<file path="config.mk">
export PLATFORM = sky130hd
export DESIGN_NAME = rx_frame_filter
export DESIGN_NICKNAME = d
export VERILOG_FILES = /design/src/rtl/rxf_pkg.sv /design/src/rtl/rxf_ctrl.sv /design/src/rtl/rxf_datapath.sv /design/src/rtl/rx_frame_filter.sv
export SDC_FILE = /design/constraint.sdc
export NUM_CORES = 1
export LEC_CHECK = 0
export ABC_CLOCK_PERIOD_IN_PS = 2400
export BUFFER_PORTS_ARGS = -buffer_cell sky130_fd_sc_hd__buf_2
export CORE_AREA = 2 2 81 83
export CTS_CLUSTER_SIZE = 40
export DETAILED_ROUTE_END_ITERATION = 8
export DIE_AREA = 0 0 83 85
export GPL_ROUTABILITY_DRIVEN = 0
export GPL_TIMING_DRIVEN = 0
export PLACE_DENSITY = 0.76
export RECOVER_POWER = 100
export SLEW_MARGIN = 25
export SYNTH_ARGS = -nofsm -noshare
export SYNTH_HDL_FRONTEND = slang
export SYNTH_SLANG_ARGS = --single-unit
export TNS_END_PERCENT = 50
</file>
<file path="constraint.sdc">
create_clock -name clk -period 2.4 [get_ports clk]
set_clock_uncertainty 0.15 [all_clocks]
set_input_delay 0.12 -clock clk [delete_from_list [all_inputs] [get_ports clk]]
set_output_delay 0.12 -clock clk [all_outputs]
set_load 0.01 [all_outputs]
</file>
<file path="src/rtl/rxf_pkg.sv">
package rxf_pkg;

  // Classification produced by the datapath for the frame in hand
  typedef struct packed {
    logic ownHit;
    logic bcast;
    logic mcast;
    logic hashHit;
    logic runt;
    logic tooLong;
  } rxClass_t;

  // Strobes from control into the datapath
  typedef struct packed {
    logic load;
    logic accept;
  } rxStrobe_t;

  // Flag part of the status word, MSB first
  typedef struct packed {
    logic busErr;
    logic runt;
    logic tooLong;
    logic crcErr;
    logic bcast;
    logic mcast;
  } rxFlags_t;

  localparam int FLAG_W = 6;

endpackage

</file>
<file path="src/rtl/rxf_ctrl.sv">
module rxf_ctrl
  import rxf_pkg::*;
(
  input  logic      frameEnd,
  input  rxClass_t  cls,
  input  logic      crcErr,
  input  logic      enBcast,
  input  logic      enMcast,
  input  logic      enHash,
  input  logic      rxAll,
  input  logic      enRunt,
  input  logic      enLong,
  output rxStrobe_t strobe
);

  logic addrOk;
  logic sizeOk;

  always_comb begin
    addrOk = cls.ownHit
           | (cls.bcast & enBcast)
           | (cls.mcast & (enMcast | (enHash & cls.hashHit)));
    sizeOk = (~cls.runt | enRunt) & (~cls.tooLong | enLong);
    strobe.load   = frameEnd;
    strobe.accept = rxAll | (addrOk & sizeOk & ~crcErr);
  end

endmodule

</file>
<file path="src/rtl/rxf_datapath.sv">
module rxf_datapath
  import rxf_pkg::*;
#(
  parameter int ADDR_W    = 48,
  parameter int LEN_W     = 11,
  parameter int MIN_LEN   = 64,
  parameter int MAX_LEN   = 1518,
  parameter int HASH_BITS = 6,
  localparam int HASH_SZ  = 1 << HASH_BITS,
  localparam int STAT_W   = LEN_W + FLAG_W
) (
  input  logic                 clk,
  input  logic                 rstN,
  input  logic [ADDR_W-1:0]    destAddr,
  input  logic [LEN_W-1:0]     frameLen,
  input  logic                 crcErr,
  input  logic                 busErr,
  input  logic [HASH_BITS-1:0] hashIdx,
  input  logic [ADDR_W-1:0]    staAddr,
  input  logic [HASH_SZ-1:0]   hashTable,
  input  rxStrobe_t            strobe,
  output rxClass_t             cls,
  output logic                 validQ,
  output logic                 acceptQ,
  output logic [STAT_W-1:0]    statusQ,
  output logic                 errQ
);

  localparam int GRP_BIT = ADDR_W - 8;
  localparam logic [LEN_W-1:0] MIN_L = LEN_W'(MIN_LEN);
  localparam logic [LEN_W-1:0] MAX_L = LEN_W'(MAX_LEN);

  logic     allOnes;
  rxFlags_t flagsD;
  rxFlags_t flagsQ;

  always_comb begin
    allOnes     = &destAddr;
    cls.ownHit  = (destAddr == staAddr);
    cls.bcast   = allOnes;
    cls.mcast   = destAddr[GRP_BIT] & ~allOnes;
    cls.hashHit = hashTable[hashIdx];
    cls.runt    = (frameLen < MIN_L);
    cls.tooLong = (frameLen > MAX_L);

    flagsD.busErr  = busErr;
    flagsD.runt    = cls.runt;
    flagsD.tooLong = cls.tooLong;
    flagsD.crcErr  = crcErr;
    flagsD.bcast   = cls.bcast;
    flagsD.mcast   = cls.mcast;
  end

  always_ff @(posedge clk) begin
    if (!rstN) begin
      validQ  <= 1'b0;
      acceptQ <= 1'b0;
      statusQ <= '0;
    end else begin
      validQ <= strobe.load;
      if (strobe.load) begin
        acceptQ <= strobe.accept;
        statusQ <= {flagsD, frameLen};
      end
    end
  end

  always_comb begin
    flagsQ = rxFlags_t'(statusQ[STAT_W-1:LEN_W]);
    errQ   = flagsQ.busErr | flagsQ.runt | flagsQ.tooLong | flagsQ.crcErr;
  end

endmodule

</file>
<file path="src/rtl/rx_frame_filter.sv">
module rx_frame_filter
  import rxf_pkg::*;
#(
  parameter int ADDR_W    = 48,
  parameter int LEN_W     = 11,
  parameter int MIN_LEN   = 64,
  parameter int MAX_LEN   = 1518,
  parameter int HASH_BITS = 6,
  localparam int HASH_SZ  = 1 << HASH_BITS,
  localparam int STAT_W   = LEN_W + FLAG_W
) (
  input  logic                 clk,
  input  logic                 rstN,
  input  logic                 frameEnd,
  input  logic [ADDR_W-1:0]    destAddr,
  input  logic [LEN_W-1:0]     frameLen,
  input  logic                 crcErr,
  input  logic                 busErr,
  input  logic [HASH_BITS-1:0] hashIdx,
  input  logic [31:0]          staLo,
  input  logic [ADDR_W-33:0]   staHi,
  input  logic [HASH_SZ/2-1:0] hashLo,
  input  logic [HASH_SZ/2-1:0] hashHi,
  input  logic                 enBcast,
  input  logic                 enMcast,
  input  logic                 enHash,
  input  logic                 rxAll,
  input  logic                 enRunt,
  input  logic                 enLong,
  output logic                 outValid,
  output logic                 outAccept,
  output logic [STAT_W-1:0]    outStatus,
  output logic                 outErr
);

  rxClass_t  cls;
  rxStrobe_t strobe;

  rxf_ctrl u_ctrl (
    .frameEnd (frameEnd),
    .cls      (cls),
    .crcErr   (crcErr),
    .enBcast  (enBcast),
    .enMcast  (enMcast),
    .enHash   (enHash),
    .rxAll    (rxAll),
    .enRunt   (enRunt),
    .enLong   (enLong),
    .strobe   (strobe)
  );

  rxf_datapath #(
    .ADDR_W    (ADDR_W),
    .LEN_W     (LEN_W),
    .MIN_LEN   (MIN_LEN),
    .MAX_LEN   (MAX_LEN),
    .HASH_BITS (HASH_BITS)
  ) u_dp (
    .clk       (clk),
    .rstN      (rstN),
    .destAddr  (destAddr),
    .frameLen  (frameLen),
    .crcErr    (crcErr),
    .busErr    (busErr),
    .hashIdx   (hashIdx),
    .staAddr   ({staHi, staLo}),
    .hashTable ({hashHi, hashLo}),
    .strobe    (strobe),
    .cls       (cls),
    .validQ    (outValid),
    .acceptQ   (outAccept),
    .statusQ   (outStatus),
    .errQ      (outErr)
  );

endmodule

</file>
After elaboration in Yosys (flattened, before gate mapping)
Cells that the tools add are included.
- $add $sub $neg: 0
- multipliers: 0
- divide/modulo/power cells: 0
- $lt $le $gt $ge: 3
- equal/unequal tests: 1
- shifts and indexed selects: 0
- multiplexer cells: 2
- bitwise gates (word level): 20
- reductions and logical operators: 1
- operators by type and width (operator ; number):
    == test 48 bit ; 1
    AND reduction 48 bit ; 1
    greater-than comparator 11 bit, second input constant ; 1
    less-than comparator 11 x 7 -> 1 bit, second input constant ; 1
    OR 1 bit ; 9
    bitwise AND 1 bit ; 7
    less-than comparator 6 x 7 -> 1 bit, second input constant ; 1
    binary-select mux 1 bit (select 6 bit) ; 1
    inverter 1 bit ; 4
    two-way mux 1 bit ; 1
- register bits: 19
- latch bits: 0
- bits in writable memories: 0
- memory bits (read-only): 0
- output and inout bits: 20
- memories kept: 0

Depth between registers and ports, before layout
- depth in word-level cells: 9
- mapped depth: 8

Modules after synthesis
A second synthesis with hierarchy kept.
- cell total of the unflattened synthesis: 197
- area, all modules: 2016.9 sq um
- by module, submodules not included (module ; times used ; cells each ; area each (sq um)):
    rxf_datapath ; 1 ; 190 ; 1968.1
    rxf_ctrl ; 1 ; 7 ; 48.8

Worst setup path after synthesis
No wires, ideal clock.
- path kind: input to register
- from: input hashIdx[1]
- to: register u_dp.acceptQ
- setup time: 133 ps
- arrival: 1446 ps
- required time: 2117 ps
- path slack: 671 ps
- cell stages on the path: 7
- buffers on the path: 1
- cell sequence: buf_6 mux4_2 mux2_4 a211oi_2 o211ai_1 nand4_1 o211ai_1
- word-level cells in the longest chain between the ends: 9
- ends and longest elaborated chain (element ; line ; source):
    start, declared ; rx_frame_filter.sv:19 ; input logic [HASH_BITS-1:0] hashIdx,
    binary-select mux 1 bit (select 6 bit) ; rxf_datapath.sv:42 ; cls.hashHit = hashTable[hashIdx];
    two-way mux 1 bit (not written as such) ; rxf_datapath.sv:42 ;
    bitwise AND 1 bit ; rxf_ctrl.sv:22 ; | (cls.mcast & (enMcast | (enHash & cls.hashHit)));
    OR 1 bit ; rxf_ctrl.sv:22 ;
    bitwise AND 1 bit ; rxf_ctrl.sv:22 ;
    OR 1 bit ; rxf_ctrl.sv:22 ;
    bitwise AND 1 bit (2 in series) ; rxf_ctrl.sv:25 ; strobe.accept = rxAll | (addrOk & sizeOk & ~crcErr);
    OR 1 bit ; rxf_ctrl.sv:25 ;
    end signal, assigned ; rxf_datapath.sv:62 ; acceptQ <= strobe.accept;
    end, declared ; rxf_datapath.sv:24 ; output logic acceptQ,
Every way passes these cells. The select of a mux whose other input is x is not followed.
A chain may end at the register's enable or synchronous reset.

Worst setup path after layout
- from: input hashIdx[0]
- to: register u_dp.acceptQ
Same word-level chain as after synthesis.

==> results.json <==
{
  "ys_seq_area_share_pct": 18.75,
  "synth-edff-count": 0,
  "slew_violations": 0,
  "switchingPower_w": 0.0003157,
  "final_common_cell": "buf_2",
  "first_pass_iters": 4,
  "drtAntennaViolNets": 0,
  "numCtsBuffers": 3,
  "postRouteWirelength_um": 7830,
  "clock_latency_ns": 0.26,
  "grt_pass1_wl_um": 11940,
  "worst_pin_slew_ns": 0.6942,
  "antenna_found_initial": 0,
  "clockBufferDepth": 2,
  "dp.final_hpwl_um": 6985,
  "wl_met2_um": 3919,
  "clk_pin_slew_ns": 0.07,
  "setup_viol": 0,
  "die_area_mm2": 0.007055,
  "wl_per_cell_um": 15.47,
  "async_reset_ff_share_pct": 0,
  "p_leak_nw": 1.577,
  "cap_viol_max_count": 0,
  "syn_area_mm2": 0.002028,
  "ys_ff_latch": 19,
  "top_layer": "met4",
  "endpoint_kind": "register",
  "cts_root_buffer": "clkbuf_8",
  "synthToLayoutAreaGrowth_pct": 59.84,
  "vias_per_cell": 5.069,
  "portBuffers": 206,
  "grt_max_degree": 12,
  "drc": 0,
  "rsz0062_at_grt": "false",
  "core_mm2": 0.006205,
  "synth.distinct_cells": 43,
  "drive_gt1_share_pct": 46.85,
  "p_int_w": 0.0006918,
  "grt_pass1_vias": 2563,
  "die_h_um": 85,
  "run_status": "completed",
  "ioPinCount": 208,
  "cp.required_ns": 2.38,
  "grt-ovfl-total": 0,
  "clock_sinks": 19,
  "hold_buffers": 7,
  "fmax_mhz": 512.7,
  "die_w_um": 83,
  "peakVddDrop_mv": 0.2382,
  "wl_met3_um": 623,
  "pwr-share-comb_pct": 44.0,
  "power.density_mw_per_mm2": 310.8,
  "n_antenna_cell": 0,
  "cts_setup_buffers": 0,
  "syn_area_per_cell_um2": 9.567,
  "start_kind": "input pin",
  "synth.area.top_cells": "xor2_1 (21%), dfxtp_1 (19%), mux2i_1 (9.4%)",
  "path_max_fanout": 10,
  "synth_top_area_cell": "xor2_1",
  "synth-main-ff-cell": "dfxtp_1",
  "seqPwrFrac_pct": 33.9,
  "crit_type": "input pin to register",
  "rows": 29,
  "fin_nets": 618,
  "p_clk_share_pct": 22.1,
  "min_period_ns": 1.950,
  "drtIter0Drc": 103,
  "synth_top_area_share_pct": 20.73,
  "final.setup.tns_ns": 0,
  "grt_usage_pct": 20.46,
  "arrival_ns": 1.93,
  "place_inst": 495,
  "cts_resized": 0,
  "final_cell_mix": "buf_2 (185), xor2_1 (48), clkbuf_1 (29)",
  "synth_nets": 400,
  "final_hold_viol_count": 0,
  "timing.final.crit_share_pct": 81.27,
  "wl_met1_um": 3239,
  "cts_tree": "yes",
  "dr_total_vias": 2565,
  "min_path_type": "input pin to register",
  "synthCells": 212,
  "start_util_pct": 32.69,
  "htreeDepth": 1,
  "switching_share_pct": 31.34,
  "instances_no_fill": 506,
  "yosysWarnings": 0,
  "relSlewSlack_pct": 53.72
}
[area by class of cell]
type	instances	area [um2]
Fill cell	605	2963
Multi-Input combinational cell	179	1584
Timing Repair Buffer	213	1072
Sequential cell	19	380.4
Tap cell	77	96.34
Buffer	9	43.79
Clock buffer	3	41.29
Inverter	5	18.77
Clock inverter	1	5.005
[worst max-delay path: stages]
cell and delay, ns:
buf_2 0.13, buf_2 0.25, mux4_2 0.53, o211ai_1 0.21, a21oi_1 0.10, nor4_1 0.44
o211ai_1 0.16
[power groups by stage]
stage | Clock, W | Combinational (W) | Sequential, W
after floorplan | 0 | 0.000189 | 0.000356
after global placement | 0 | 0.000431 | 0.000347
after detailed placement | 0 | 0.000439 | 0.000348
after CTS | 0.000231 | 0.000450 | 0.000341
after global routing | 0.000245 | 0.000485 | 0.000343
final | 0.000223 | 0.000444 | 0.000341
[sequential cells by signal (all words and copies together) (netlist names)]
register and cells:
u_dp.validQ 1, u_dp.statusQ 17, u_dp.acceptQ 1
[metrics by stage]
step / power (W) / instance area [um2] / util, % / hold WS (ns) / setup WS (ns)
3_3_place_gp: 0.0007779 / 3156 / 50.86 / 0.2368 / 0.1713
5_1_grt: 0.001073 / 3242 / 52.25 / 0.01158 / 0.2315
4_1_cts: 0.001022 / 3272 / 52.73 / 0.003617 / 0.4040
2_1_floorplan: 0.0005446 / 2028 / - / 0.09817 / 0.6705
6_report: 0.001008 / 3242 / 52.25 / 0.002892 / 0.4496
3_5_place_dp: 0.0007865 / 3156 / 50.86 / 0.2593 / 0.1335
[cell usage after synthesis (3+ instances only)]
library cell	instances
mux4_1	6
buf_2	3
clkbuf_1	4
nor4_1	16
mux4_2	7
mux2i_1	19
nor2_1	3
a21oi_1	6
dfxtp_1	19
nand4_1	17
inv_1	5
nor2b_1	18
o211ai_1	3
xor2_1	48
nor3_1	3
nand3_1	3
[path summary, 6_finish.rpt]
kind / startpoint / cells after the start / end / slack, ns
hold / removal: frameLen[2] / 3 / u_dp.statusQ[2]$_SDFFE_PN0P_ / 0.003
hold reg to reg: u_dp.statusQ[14]$_SDFFE_PN0P_ / 2 / u_dp.statusQ[14]$_SDFFE_PN0P_ / 0.35
setup reg to reg: u_dp.acceptQ$_SDFFE_PN0P_ / 3 / u_dp.acceptQ$_SDFFE_PN0P_ / 1.38
setup / recovery: hashIdx[0] / 7 / u_dp.acceptQ$_SDFFE_PN0P_ / 0.45
[layer usage]
metal  vias to the layer above  GRT usage (%)
met5                         -              0
met4                         0          2.981
met3                         7          2.529
met2                       149          36.80
met1                      1157          26.95
li1                       1252              -
[logic make-up (layout without fill, tap and decap cells)]
| family | Yosys count | in the layout | share of synthesized area, % |
|---|---|---|---|
| and+or+nand+nor | 75 | 75 | 23.07 |
| xor gates and xnor gates | 48 | 48 | 20.73 |
| muxes | 35 | 35 | 26.77 |
| AOI/OAI and AO/OA | 21 | 21 | 7.527 |
| DFF | 19 | 19 | 18.75 |
| buffers and inverters | 14 | 231 | 3.146 |
Note: power is estimated with default switching activity, not from simulation.
